`src/rtl/huff_pkg.sv`:
```
package huff_pkg;
  typedef enum logic [3:0] {
    ST_IDLE, ST_HDR, ST_TSZ, ST_ROOT, ST_BITS, ST_NODE, ST_ADV, ST_WRITE, ST_DONE
  } huff_state_e;

  localparam logic [3:0] MODE8_CODE = 4'h8;
  localparam int NODE_OFS_W = 6;
  localparam int RIGHT_LEAF_BIT = 6;
  localparam int LEFT_LEAF_BIT = 7;
endpackage

```
`src/rtl/huff_bitbuf.sv`:
```
module huff_bitbuf #(
  parameter int WORD_W = 32,
  localparam int IDX_W = $clog2(WORD_W)
) (
  input  logic              clk_i,
  input  logic              rst_ni,
  input  logic              load_i,
  input  logic [WORD_W-1:0] word_i,
  input  logic              shift_i,
  output logic              bit_o,
  output logic              last_o
);
  logic [WORD_W-1:0] word_q;
  logic [IDX_W-1:0]  idx_q;

  always_ff @(posedge clk_i or negedge rst_ni) begin
    if (!rst_ni) begin
      word_q <= '0;
      idx_q  <= IDX_W'(WORD_W-1);
    end else if (load_i) begin
      word_q <= word_i;
      idx_q  <= IDX_W'(WORD_W-1);
    end else if (shift_i) begin
      idx_q  <= idx_q - 1'b1;
    end
  end

  assign bit_o  = word_q[idx_q];
  assign last_o = (idx_q == '0);

  assert_load_xor_shift_R3: assert property (@(posedge clk_i) disable iff (!rst_ni)
    !(load_i && shift_i));
endmodule

```
`src/rtl/huff_walk.sv`:
```
module huff_walk #(
  parameter int ADDR_W = 32,
  parameter int POS_W  = 10
) (
  input  logic [POS_W-1:0]  pos_i,
  input  logic [7:0]        node_i,
  input  logic              bit_i,
  input  logic [ADDR_W-1:0] base_i,
  output logic [POS_W-1:0]  pos_nxt_o,
  output logic [ADDR_W-1:0] child_addr_o,
  output logic              leaf_o
);
  import huff_pkg::*;
  logic [POS_W-1:0] step;

  always_comb begin
    step = POS_W'({1'b0, node_i[NODE_OFS_W-1:0]}) + POS_W'(1);
    step = step << 1;
    pos_nxt_o    = (pos_i == '0) ? POS_W'(1) : pos_i + step;
    child_addr_o = base_i + ADDR_W'(pos_nxt_o) + ADDR_W'(bit_i);
    leaf_o       = bit_i ? node_i[RIGHT_LEAF_BIT] : node_i[LEFT_LEAF_BIT];
  end
endmodule

```
`src/rtl/huff_packer.sv`:
```
module huff_packer #(
  parameter int WORD_W = 32,
  localparam int BYTES = WORD_W / 8,
  localparam int CNT_W = $clog2(BYTES)
) (
  input  logic              clk_i,
  input  logic              rst_ni,
  input  logic              clr_i,
  input  logic              mode8_i,
  input  logic              sym_valid_i,
  input  logic [7:0]        sym_i,
  input  logic              take_i,
  output logic              word_rdy_o,
  output logic [WORD_W-1:0] word_o
);
  logic [WORD_W-1:0] acc_q;
  logic [CNT_W-1:0]  cnt_q;
  logic [3:0]        lo_q;
  logic              have_lo_q;
  logic              rdy_q;
  logic [7:0]        byte_v;

  assign byte_v = mode8_i ? sym_i : {sym_i[3:0], lo_q};

  always_ff @(posedge clk_i or negedge rst_ni) begin
    if (!rst_ni) begin
      acc_q     <= '0;
      cnt_q     <= '0;
      lo_q      <= '0;
      have_lo_q <= 1'b0;
      rdy_q     <= 1'b0;
    end else if (clr_i) begin
      cnt_q     <= '0;
      have_lo_q <= 1'b0;
      rdy_q     <= 1'b0;
    end else begin
      if (take_i) rdy_q <= 1'b0;
      if (sym_valid_i) begin
        if (mode8_i || have_lo_q) begin
          acc_q[cnt_q*8 +: 8] <= byte_v;
          have_lo_q <= 1'b0;
          cnt_q     <= cnt_q + 1'b1;
          if (cnt_q == CNT_W'(BYTES-1)) rdy_q <= 1'b1;
        end else begin
          lo_q      <= sym_i[3:0];
          have_lo_q <= 1'b1;
        end
      end
    end
  end

  assign word_rdy_o = rdy_q;
  assign word_o     = acc_q;

  assert_word_held_R8: assert property (@(posedge clk_i) disable iff (!rst_ni)
    word_rdy_o && !take_i && !clr_i |=> word_rdy_o && $stable(word_o));
  assert_no_sym_when_full_R8: assert property (@(posedge clk_i) disable iff (!rst_ni)
    word_rdy_o |-> !sym_valid_i);
endmodule

```
`src/rtl/huff_decoder.sv`:
```
module huff_decoder #(
  parameter int ADDR_W    = 32,
  parameter int DATA_W    = 32,
  parameter int LEN_W     = 24,
  parameter int POS_W     = 10,
  parameter int REGION_LO = 25,
  parameter int REGION_HI = 27
) (
  input  logic              clk_i,
  input  logic              rst_ni,
  input  logic              start_i,
  input  logic [ADDR_W-1:0] src_addr_i,
  input  logic [ADDR_W-1:0] dst_addr_i,
  output logic              busy_o,
  output logic              done_o,
  output logic              rd_req_o,
  output logic              rd_word_o,
  output logic [ADDR_W-1:0] rd_addr_o,
  input  logic              rd_valid_i,
  input  logic [DATA_W-1:0] rd_data_i,
  output logic              wr_req_o,
  output logic [ADDR_W-1:0] wr_addr_o,
  output logic [DATA_W-1:0] wr_data_o,
  input  logic              wr_ack_i
);
  import huff_pkg::*;
  localparam int WBYTES = DATA_W / 8;

  huff_state_e state_q;
  logic [ADDR_W-1:0] src_q, base_q, bits_q, dst_q;
  logic signed [LEN_W:0] rem_q, rem_after;
  logic [POS_W-1:0] pos_q, pos_nxt;
  logic [7:0] cur_q, root_q;
  logic mode8_q, need_fetch_q;

  logic bit_v, last_v, leaf_v;
  logic [ADDR_W-1:0] child_addr;
  logic word_rdy;
  logic [DATA_W-1:0] word_v;

  logic [ADDR_W-1:0] hdr_next, hdr_end;
  logic [LEN_W-1:0]  hdr_len;
  logic abort_v, rd_fire, wr_fire, sym_fire, buf_load, buf_shift, start_ok;

  assign start_ok  = start_i && (state_q == ST_IDLE);
  assign rd_fire   = rd_req_o && rd_valid_i;
  assign wr_fire   = wr_req_o && wr_ack_i;
  assign hdr_len   = rd_data_i[8 +: LEN_W];
  assign hdr_next  = src_q + ADDR_W'(4);
  assign hdr_end   = hdr_next + ADDR_W'(hdr_len);
  assign abort_v   = (hdr_next[REGION_HI:REGION_LO] == '0) ||
                     (hdr_end[REGION_HI:REGION_LO] == '0);
  assign rem_after = rem_q - (LEN_W+1)'(WBYTES);
  assign sym_fire  = (state_q == ST_NODE) && rd_valid_i && leaf_v;
  assign buf_load  = (state_q == ST_BITS) && rd_valid_i;
  assign buf_shift = (state_q == ST_NODE) && rd_valid_i;

  huff_bitbuf #(.WORD_W(DATA_W)) u_bits (
    .clk_i, .rst_ni, .load_i(buf_load), .word_i(rd_data_i),
    .shift_i(buf_shift), .bit_o(bit_v), .last_o(last_v)
  );

  huff_walk #(.ADDR_W(ADDR_W), .POS_W(POS_W)) u_walk (
    .pos_i(pos_q), .node_i(cur_q), .bit_i(bit_v), .base_i(base_q),
    .pos_nxt_o(pos_nxt), .child_addr_o(child_addr), .leaf_o(leaf_v)
  );

  huff_packer #(.WORD_W(DATA_W)) u_pack (
    .clk_i, .rst_ni, .clr_i(start_ok), .mode8_i(mode8_q),
    .sym_valid_i(sym_fire), .sym_i(rd_data_i[7:0]),
    .take_i(wr_fire), .word_rdy_o(word_rdy), .word_o(word_v)
  );

  always_comb begin
    rd_req_o  = 1'b0;
    rd_word_o = 1'b0;
    rd_addr_o = '0;
    unique case (state_q)
      ST_HDR:  begin rd_req_o = 1'b1; rd_word_o = 1'b1; rd_addr_o = src_q;    end
      ST_TSZ:  begin rd_req_o = 1'b1; rd_addr_o = hdr_next;                   end
      ST_ROOT: begin rd_req_o = 1'b1; rd_addr_o = base_q;                     end
      ST_BITS: begin rd_req_o = 1'b1; rd_word_o = 1'b1; rd_addr_o = bits_q;   end
      ST_NODE: begin rd_req_o = 1'b1; rd_addr_o = child_addr;                 end
      default: ;
    endcase
  end

  assign wr_req_o  = (state_q == ST_WRITE);
  assign wr_addr_o = dst_q;
  assign wr_data_o = word_v;
  assign busy_o    = (state_q != ST_IDLE);
  assign done_o    = (state_q == ST_DONE);

  always_ff @(posedge clk_i or negedge rst_ni) begin
    if (!rst_ni) begin
      state_q      <= ST_IDLE;
      src_q        <= '0;
      base_q       <= '0;
      bits_q       <= '0;
      dst_q        <= '0;
      rem_q        <= '0;
      pos_q        <= '0;
      cur_q        <= '0;
      root_q       <= '0;
      mode8_q      <= 1'b0;
      need_fetch_q <= 1'b0;
    end else begin
      unique case (state_q)
        ST_IDLE: if (start_ok) begin
          src_q   <= src_addr_i;
          base_q  <= src_addr_i + ADDR_W'(5);
          dst_q   <= dst_addr_i;
          pos_q   <= '0;
          need_fetch_q <= 1'b0;
          state_q <= ST_HDR;
        end
        ST_HDR: if (rd_fire) begin
          mode8_q <= (rd_data_i[3:0] == MODE8_CODE);
          rem_q   <= $signed({1'b0, hdr_len});
          state_q <= abort_v ? ST_DONE : ST_TSZ;
        end
        ST_TSZ: if (rd_fire) begin
          bits_q  <= base_q + ADDR_W'({rd_data_i[7:0], 1'b0}) + ADDR_W'(1);
          state_q <= ST_ROOT;
        end
        ST_ROOT: if (rd_fire) begin
          root_q  <= rd_data_i[7:0];
          cur_q   <= rd_data_i[7:0];
          state_q <= ST_BITS;
        end
        ST_BITS: if (rd_fire) begin
          bits_q       <= bits_q + ADDR_W'(4);
          need_fetch_q <= 1'b0;
          state_q      <= (rem_q <= 0) ? ST_DONE : ST_NODE;
        end
        ST_NODE: if (rd_fire) begin
          need_fetch_q <= last_v;
          if (leaf_v) begin
            pos_q <= '0;
            cur_q <= root_q;
          end else begin
            pos_q <= pos_nxt;
            cur_q <= rd_data_i[7:0];
          end
          state_q <= ST_ADV;
        end
        ST_ADV: state_q <= word_rdy ? ST_WRITE : (need_fetch_q ? ST_BITS : ST_NODE);
        ST_WRITE: if (wr_fire) begin
          dst_q   <= dst_q + ADDR_W'(WBYTES);
          rem_q   <= rem_after;
          state_q <= (rem_after <= 0) ? ST_DONE : (need_fetch_q ? ST_BITS : ST_NODE);
        end
        ST_DONE: state_q <= ST_IDLE;
        default: state_q <= ST_IDLE;
      endcase
    end
  end

  assert_one_port_R10: assert property (@(posedge clk_i) disable iff (!rst_ni)
    !(rd_req_o && wr_req_o));
  assert_rd_hold_R10: assert property (@(posedge clk_i) disable iff (!rst_ni)
    rd_req_o && !rd_valid_i |=> rd_req_o && $stable(rd_addr_o) && $stable(rd_word_o));
  assert_wr_hold_R10: assert property (@(posedge clk_i) disable iff (!rst_ni)
    wr_req_o && !wr_ack_i |=> wr_req_o && $stable(wr_addr_o) && $stable(wr_data_o));
  assert_done_in_busy_R11: assert property (@(posedge clk_i) disable iff (!rst_ni)
    done_o |-> busy_o);
  assert_done_ends_busy_R11: assert property (@(posedge clk_i) disable iff (!rst_ni)
    done_o |=> !busy_o);
  assert_busy_falls_after_done_R11: assert property (@(posedge clk_i) disable iff (!rst_ni)
    $fell(busy_o) |-> $past(done_o));
  assert_leaf_restart_R6: assert property (@(posedge clk_i) disable iff (!rst_ni)
    sym_fire |=> (cur_q == root_q));
endmodule

```
`config.mk`:
```
export PLATFORM = sky130hd
export DESIGN_NAME = huff_decoder
export DESIGN_NICKNAME = d
export VERILOG_FILES = /design/src/rtl/huff_pkg.sv /design/src/rtl/huff_bitbuf.sv /design/src/rtl/huff_walk.sv /design/src/rtl/huff_packer.sv /design/src/rtl/huff_decoder.sv
export SDC_FILE = /design/constraint.sdc
export NUM_CORES = 1
export LEC_CHECK = 0
export BUFFER_PORTS_ARGS = -buffer_cell sky130_fd_sc_hd__buf_2
export CELL_PAD_IN_SITES_DETAIL_PLACEMENT = 1
export CELL_PAD_IN_SITES_GLOBAL_PLACEMENT = 2
export CORE_ASPECT_RATIO = 1.2
export CORE_MARGIN = 1.5
export CORE_UTILIZATION = 39
export CTS_CLUSTER_DIAMETER = 40
export DETAILED_ROUTE_END_ITERATION = 8
export GPL_TIMING_DRIVEN = 0
export HOLD_SLACK_MARGIN = 0.03
export PLACE_DENSITY_LB_ADDON = 0.1
export SYNTH_ARGS = -nofsm -noshare
export SYNTH_HDL_FRONTEND = slang
export SYNTH_SLANG_ARGS = --single-unit
```
`constraint.sdc`:
```
create_clock -name clk_i -period 11.8 [get_ports clk_i]
set_input_delay 1.77 -clock clk_i [delete_from_list [all_inputs] [get_ports clk_i]]
set_output_delay 1.77 -clock clk_i [all_outputs]
set_load 0.03 [all_outputs]
```
## Word-level counts from Yosys, hierarchy flattened

Index checks and enable logic that the tools add are counted.

| word-level totals | value |
|---|---|
| register bits | 262 |
| output and inout bits | 101 |
| word-level logic and storage cells | 151 |

| cells by class | value |
|---|---|
| add/subtract/negate cells | 15 |
| order comparisons | 3 |
| equal/unequal tests | 17 |
| shift-type cells | 2 |
| multiplexer cells | 56 |
| bitwise gates (word level) | 2 |
| reductions and logical operators | 38 |

Operators with widths:

| operator | number |
|---|---|
| $pmux 32 s5 | 1 |
| $add 32x3->32 const B | 4 |
| $mux 32 | 4 |
| $pmux 32 s2 | 2 |
| $le 25x1->1 const B | 2 |
| $mux 25 | 2 |
| $pmux 25 s2 | 1 |
| $mux 4 | 11 |
| $mux 10 | 4 |
| $neg 5->34 | 1 |
| $shift 8x34->32 const A | 1 |
| $shiftx 8x34->32 | 1 |
| $add 32x1->32 | 1 |
| $add 32x1->32 const B | 1 |
| $add 32x10->32 | 1 |
| $add 32x9->32 | 1 |
| $bwmux 32 | 1 |
| $mux 8 | 4 |
| $pmux 4 s8 | 1 |
| $add 28x24->28 | 1 |
| $sub 25x4->25 const B | 1 |
| $reduce_and 3->1 | 7 |
| $pmux 10 s2 | 1 |
| $eq 4x3->1 const B | 4 |
| 32 further kinds | 75 |

## Longest topological paths before layout

| logic depth | value |
|---|---|
| depth in word-level cells | 7 |
| mapped depth | 18 |
| mapped depth without buffers | 18 |

## Cells and area by module

Synthesis repeated with hierarchy kept, for this count alone.

| second synthesis, totals | value |
|---|---|
| cells, all modules | 2061 |
| area total of the unflattened synthesis | 17755.8 sq um |

By module, submodules not included:

| module | instances | cells each | area an instance (sq um) | seq. area each (sq um) |
|---|---|---|---|---|
| huff_decoder | 1 | 1592 | 12754.7 | 4629.4 |
| huff_packer | 1 | 138 | 1809.2 | 1001.0 |
| huff_bitbuf | 1 | 133 | 1780.5 | 932.1 |
| huff_walk | 1 | 198 | 1411.4 | 0.0 |

## Least setup slack after synthesis

OpenSTA, ideal clock, no wires.

| timing path | value |
|---|---|
| path type | register to output |
| start point | reg u_bits.idx_q[0] |
| end point | out rd_addr_o[22] |
| data arrival time | 4.390 ns |
| data required time | 10.030 ns |
| setup slack | 5.640 ns |
| stages on the path, launching flop included | 17 |
| buffers on the path | 1 |
| path through | dfstp_2 buf_6 mux4_1 mux4_2 nand2_2 o311ai_4 fa_1 inv_1 fa_1 nor2b_1 o31a_1 o21a_1 o31ai_1 a31oi_1 nand2_1 xor2_1 o211ai_1 |

| between the ends | value |
|---|---|
| cells in the longest elaborated chain, start to end | 4 |

Ends and longest elaborated chain:

| element | line | RTL |
|---|---|---|
| start: declaration | huff_bitbuf.sv:14 | `logic [IDX_W-1:0] idx_q;` |
| start signal: assignment | huff_bitbuf.sv:19 | `idx_q <= IDX_W'(WORD_W-1);` |
| start signal: assignment | huff_bitbuf.sv:22 | `idx_q <= IDX_W'(WORD_W-1);` |
| start signal: assignment | huff_bitbuf.sv:24 | `idx_q <= idx_q - 1'b1;` |
| $bmux 1 s5 | huff_bitbuf.sv:28 | `assign bit_o = word_q[idx_q];` |
| $mux 1 (implied by the code) | huff_bitbuf.sv:28 |  |
| $add 32x1->32 | huff_walk.sv:20 | `child_addr_o = base_i + ADDR_W'(pos_nxt_o) + ADDR_W'(bit_i);` |
| $pmux 32 s5 | huff_decoder.sv:78 | `unique case (state_q)` |
| end: declaration | huff_decoder.sv:18 | `output logic [ADDR_W-1:0] rd_addr_o,` |

Every way passes these cells. The select of a mux whose other input is x is not followed.

## Worst setup path after layout

| timing path | value |
|---|---|
| start point | reg u_bits.idx_q[2] |
| end point | out rd_addr_o[28] |

The elaborated chain is that of the path after synthesis.

==> results list <==
- Result of the run: completed
- Slew at the pin closest to its max-slew limit: 1.42 ns
- Final critical-path required period: around 8 ns
- Die Wd: approximately 200 um
- The layout has 5,410 filler cells.
- The tree is rooted in a sky130_fd_sc_hd__clkbuf_16.
- Startpoint type of the worst setup path: flop
- Area of all sequential standard cells: ~0.0066 mm2
- Sum of negative setup slack: 0 ns
* Antenna violations before repair: 1
* Most area-consuming cells after synthesis: sky130_fd_sc_hd__dfrtp_1 (36%), sky130_fd_sc_hd__nand2_1 (8.9%), sky130_fd_sc_hd__o21ai_0 (4.6%), sky130_fd_sc_hd__ha_1 (4.4%), sky130_fd_sc_hd__nor2_1 (3.6%)
- Worst setup skew after layout: between 0.01 and 0.015 ns
- Post-layout util: 0.478
- For this configuration, the core starts out at a cell density of 0.395.
* Unrepaired setup endpoints after global routing: no
- Worst relative slew slack: 0.0484
- CTS tree: built
- Portion of synthesized cell area occupied by the leading cell type: 0.363
* Area occupied by multi-input gates: 0.0105 mm2
* PostCTS Resize Cnt: 0
- In this run the worst hold path is classified as reg -> reg.
* Total via count in the routed design: 17,900
- Ys flop type: sky130_fd_sc_hd__dfrtp_1
- Via density per instance: roughly 5.9
- Total DRC errors in the routed layout: 0
- Number of iterations in the first detailed-routing pass: 6
- Counting every instance in the synthesized netlist gives around 2,100.
- EDFF count, synth: 0
- PD cells: 308 mW/mm2
- Worst path required time: 10.03 ns
- Leakage power: between 0.009 and 0.01 uW
- Final non-filler cell area: approximately 0.021 mm2
- The region available for standard cell placement spans between 0.04 and 0.05 mm2.
* Number of unique standard cell types used by synthesis: slightly above 80
- Post-CTS Hold Buffers: 0
* Critical-path top delay cell: sky130_fd_sc_hd__a31oi_1
- Input and output buffers added on the ports amount to 200.
- In the final routed layout, each cell accounts on average for approximately 24 um.
- The worst setup path is captured at an output port.
- sky130_fd_sc_hd__dfrtp_1 takes more of the synthesized area than any other cell.
- Total congestion overflow: 0
- Area overhead of the layout relative to synthesis: 21.1%
* CP max FO: 9
- The final-report hold violation count is 0.
- Global-route wire length before repair: approximately 110 mm
- Final routed wirelength across all metal layers: between 70 and 80 mm
- Max-cap violation count: 0
- Critical Path Most Common Cell: sky130_fd_sc_hd__fa_1
- Signal arrival time at the worst endpoint: around 6.4 ns
- Clock-pin slew was measured on the worst setup and hold paths at ~0.06 ns.
- Type of the setup path with the least slack: reg -> out
- In this run the cell area of the synthesized design comes to approximately 0.018 mm2.
* Final weighted congestion in routability-driven placement: between 0.9 and 1
- The die covers between 0.04 and 0.05 mm2.
- Synthesis inferred approximately 260 register bits.
* Cell types with the highest counts after synthesis: sky130_fd_sc_hd__nand2_1 (419), sky130_fd_sc_hd__dfrtp_1 (257), sky130_fd_sc_hd__nor2_1 (169)
* Proportion of synthesized chip area in sequential cells: 0.370
- For this design the top-level I/O count stands at just over 200.
- Traced cell by cell, the critical path runs through clkbuf_1, mux4_1, mux4_2, nand2_2, o311ai_4, fa_1, inv_1, fa_1, nor2b_1, o31a_1, o21a_1, o31ai_1, a31oi_1, nand2_1, o41ai_1, buf_2.
* Synth Area per Inst: approximately 8.4 um2
- Startpoint of the tightest hold check path: wr_addr_o[1]
* Upper clock frequency limit: roughly 0.12 GHz
- The count of nets left with antenna violations once routing finished came out at 0.
* Launching point of the worst reg2reg path: src_q[4]
- In the global route stage, overall resource usage came out at 0.312.
* Largest vdd supply drop: 0.000169 V
- The critical path starts at u_bits.idx_q[2].
- TritonCTS buffer count: 52
* Clock latency on the worst-skew pair: between 0.5 and 0.6 ns
* Asr flop ratio synth: 1.00
* Share of the cycle needed by the critical path after routing: 0.691
* Sinks on the clock net: around 260
- Count leader, synth: sky130_fd_sc_hd__nand2_1
- Of the cells placed in the final design, the portion with a size suffix greater than 1 is 0.155.
* Via count of the first global-routing pass: between 15,000 and 20,000
- Y dimension of the die: 237 um
* Stage delay of the slowest cell on the critical path: slightly below 0.9 ns
* Total setup buffers inserted after CTS: 0
- Final setup violating endpoints: 0
- Standard cell area after detailed placement: approximately 0.020 mm2
- The clock passes through at most 3 buffers.
- Count of antenna diodes in the layout: 0
* Number of H-tree branching levels: 2
* Count of routing violations after the opening detailed-route iteration: between 1,000 and 1,500
* Max Slew Vio Count: 0
* Nets@finish: 2,530
- Syn Nets: about 2,300
- After floorplanning, the core was divided into 85 placement rows.
- Warnings, synthesis: 0
* Largest net degree at the start of global routing: 110
- Summed over all nets, the half-perimeter wirelength after detailed placement is ~54 mm.
placed cells by master (no fill, tap or decap), types with 11 or more instances in the layout:
cell type / n
sky130_fd_sc_hd__a21oi_1: 123
sky130_fd_sc_hd__a21o_1: 13
sky130_fd_sc_hd__and4_1: 15
sky130_fd_sc_hd__dfrtp_1: 257
sky130_fd_sc_hd__nor4_1: 20
sky130_fd_sc_hd__and3_1: 24
sky130_fd_sc_hd__nor2b_1: 12
sky130_fd_sc_hd__inv_1: 37
sky130_fd_sc_hd__mux2_2: 15
sky130_fd_sc_hd__a211oi_1: 13
sky130_fd_sc_hd__a31oi_1: 16
sky130_fd_sc_hd__o21ai_0: 162
sky130_fd_sc_hd__o211ai_1: 26
sky130_fd_sc_hd__nand3_1: 80
sky130_fd_sc_hd__nor3_1: 41
sky130_fd_sc_hd__ha_1: 63
sky130_fd_sc_hd__a32oi_1: 18
sky130_fd_sc_hd__bufinv_16: 11
sky130_fd_sc_hd__mux2_4: 32
sky130_fd_sc_hd__nand4_1: 37
sky130_fd_sc_hd__clkbuf_1: 104
sky130_fd_sc_hd__clkinv_2: 11
sky130_fd_sc_hd__nor2_1: 169
sky130_fd_sc_hd__mux2i_1: 32
sky130_fd_sc_hd__a222oi_1: 18
sky130_fd_sc_hd__a22oi_1: 23
sky130_fd_sc_hd__clkbuf_16: 53
sky130_fd_sc_hd__o22ai_1: 20
sky130_fd_sc_hd__nand2_1: 419
sky130_fd_sc_hd__buf_2: 200
sky130_fd_sc_hd__xor2_1: 57
sky130_fd_sc_hd__xnor2_1: 59
sky130_fd_sc_hd__and2_1: 16
sky130_fd_sc_hd__buf_1: 13
cell families (layout without fill, tap and decap cells):
group,Yosys count,count (layout),synth area share
simple gates,893,893,0.230
compound gates,522,522,0.189
flops,262,262,0.370
buf+inv,157,455,0.0354
xor+xnor,116,116,0.0573
mux,89,89,0.0689
fa+ha+maj,67,67,0.0490
worst max-delay path, delay by kind of cell (launching register included):
kind | cells | cell delay [ns]
compound gates | 6 | 2.29
mux | 2 | 0.63
flops | 1 | 0.51
fa+ha+maj | 2 | 0.68
simple gates | 3 | 0.83
buf+inv | 3 | 0.85
final timing paths:
check	endpoint	slack (ns)	depth (start not counted)
setup / recovery	rd_addr_o[28]	3.64	16
hold / removal	wr_addr_o[1]	0.47	2
setup reg to reg	state_q[3]	6.92	15
hold reg to reg	wr_addr_o[1]	0.47	2
max in group asynchronous	pos_q[8]	9.27	3
min in group asynchronous	wr_addr_o[21]	1.14	1
state kept, by name (all words and copies together) (netlist names):
name and flops:
base_q 32, bits_q 32, src_q 32, u_bits.word_q 32, u_pack.word_o 32, wr_addr_o 32
rem_q 25, pos_q 10, cur_q 8, root_q 8, u_bits.idx_q 5, state_q 4
u_pack.lo_q 4, u_pack.cnt_q 2, mode8_q 1, need_fetch_q 1, u_pack.have_lo_q 1, u_pack.word_rdy_o 1
power breakdown:
group          internal [uW]  switching [uW]  leakage, uW
clock network           1090             540     0.000931
registers               1270             423      0.00329
logic                   1100            2170      0.00527
total                   3470            3140      0.00949
per-stage QoR:
| stage | total power, uW | instances | hold WS (ns) | setup WS (ns) |
|---|---|---|---|---|
| floorplan | 3770 | 2106 | 0.437 | 5.64 |
| global placement | 4820 | 2915 | 0.450 | 3.64 |
| detailed placement | 4940 | 2917 | 0.461 | 4.34 |
| CTS | 6610 | 3013 | 0.474 | 3.66 |
| global route | 6990 | 3013 | 0.487 | 3.46 |
| finish | 6600 | 3013 | 0.468 | 3.64 |
per-layer routing:
layer  routed length, um  vias to the layer above  track usage
met1               30700                     9035        0.400
met2               35400                      533        0.527
met3                3770                      148       0.0403
li1                    -                     8146            -
met5                  18                        -            0
met4                2780                        2        0.128
final cells by class:
class,instances,share of cell area
well taps,609,0.0355
repair buffers,202,0.0497
flip-flops and latches,262,0.306
clock inverters,35,0.0234
clock buffers,61,0.0655
inverters,37,0.00647
plain buffers,120,0.0228
multi-input cells,1687,0.491
Power figures use the tool's default switching activity.
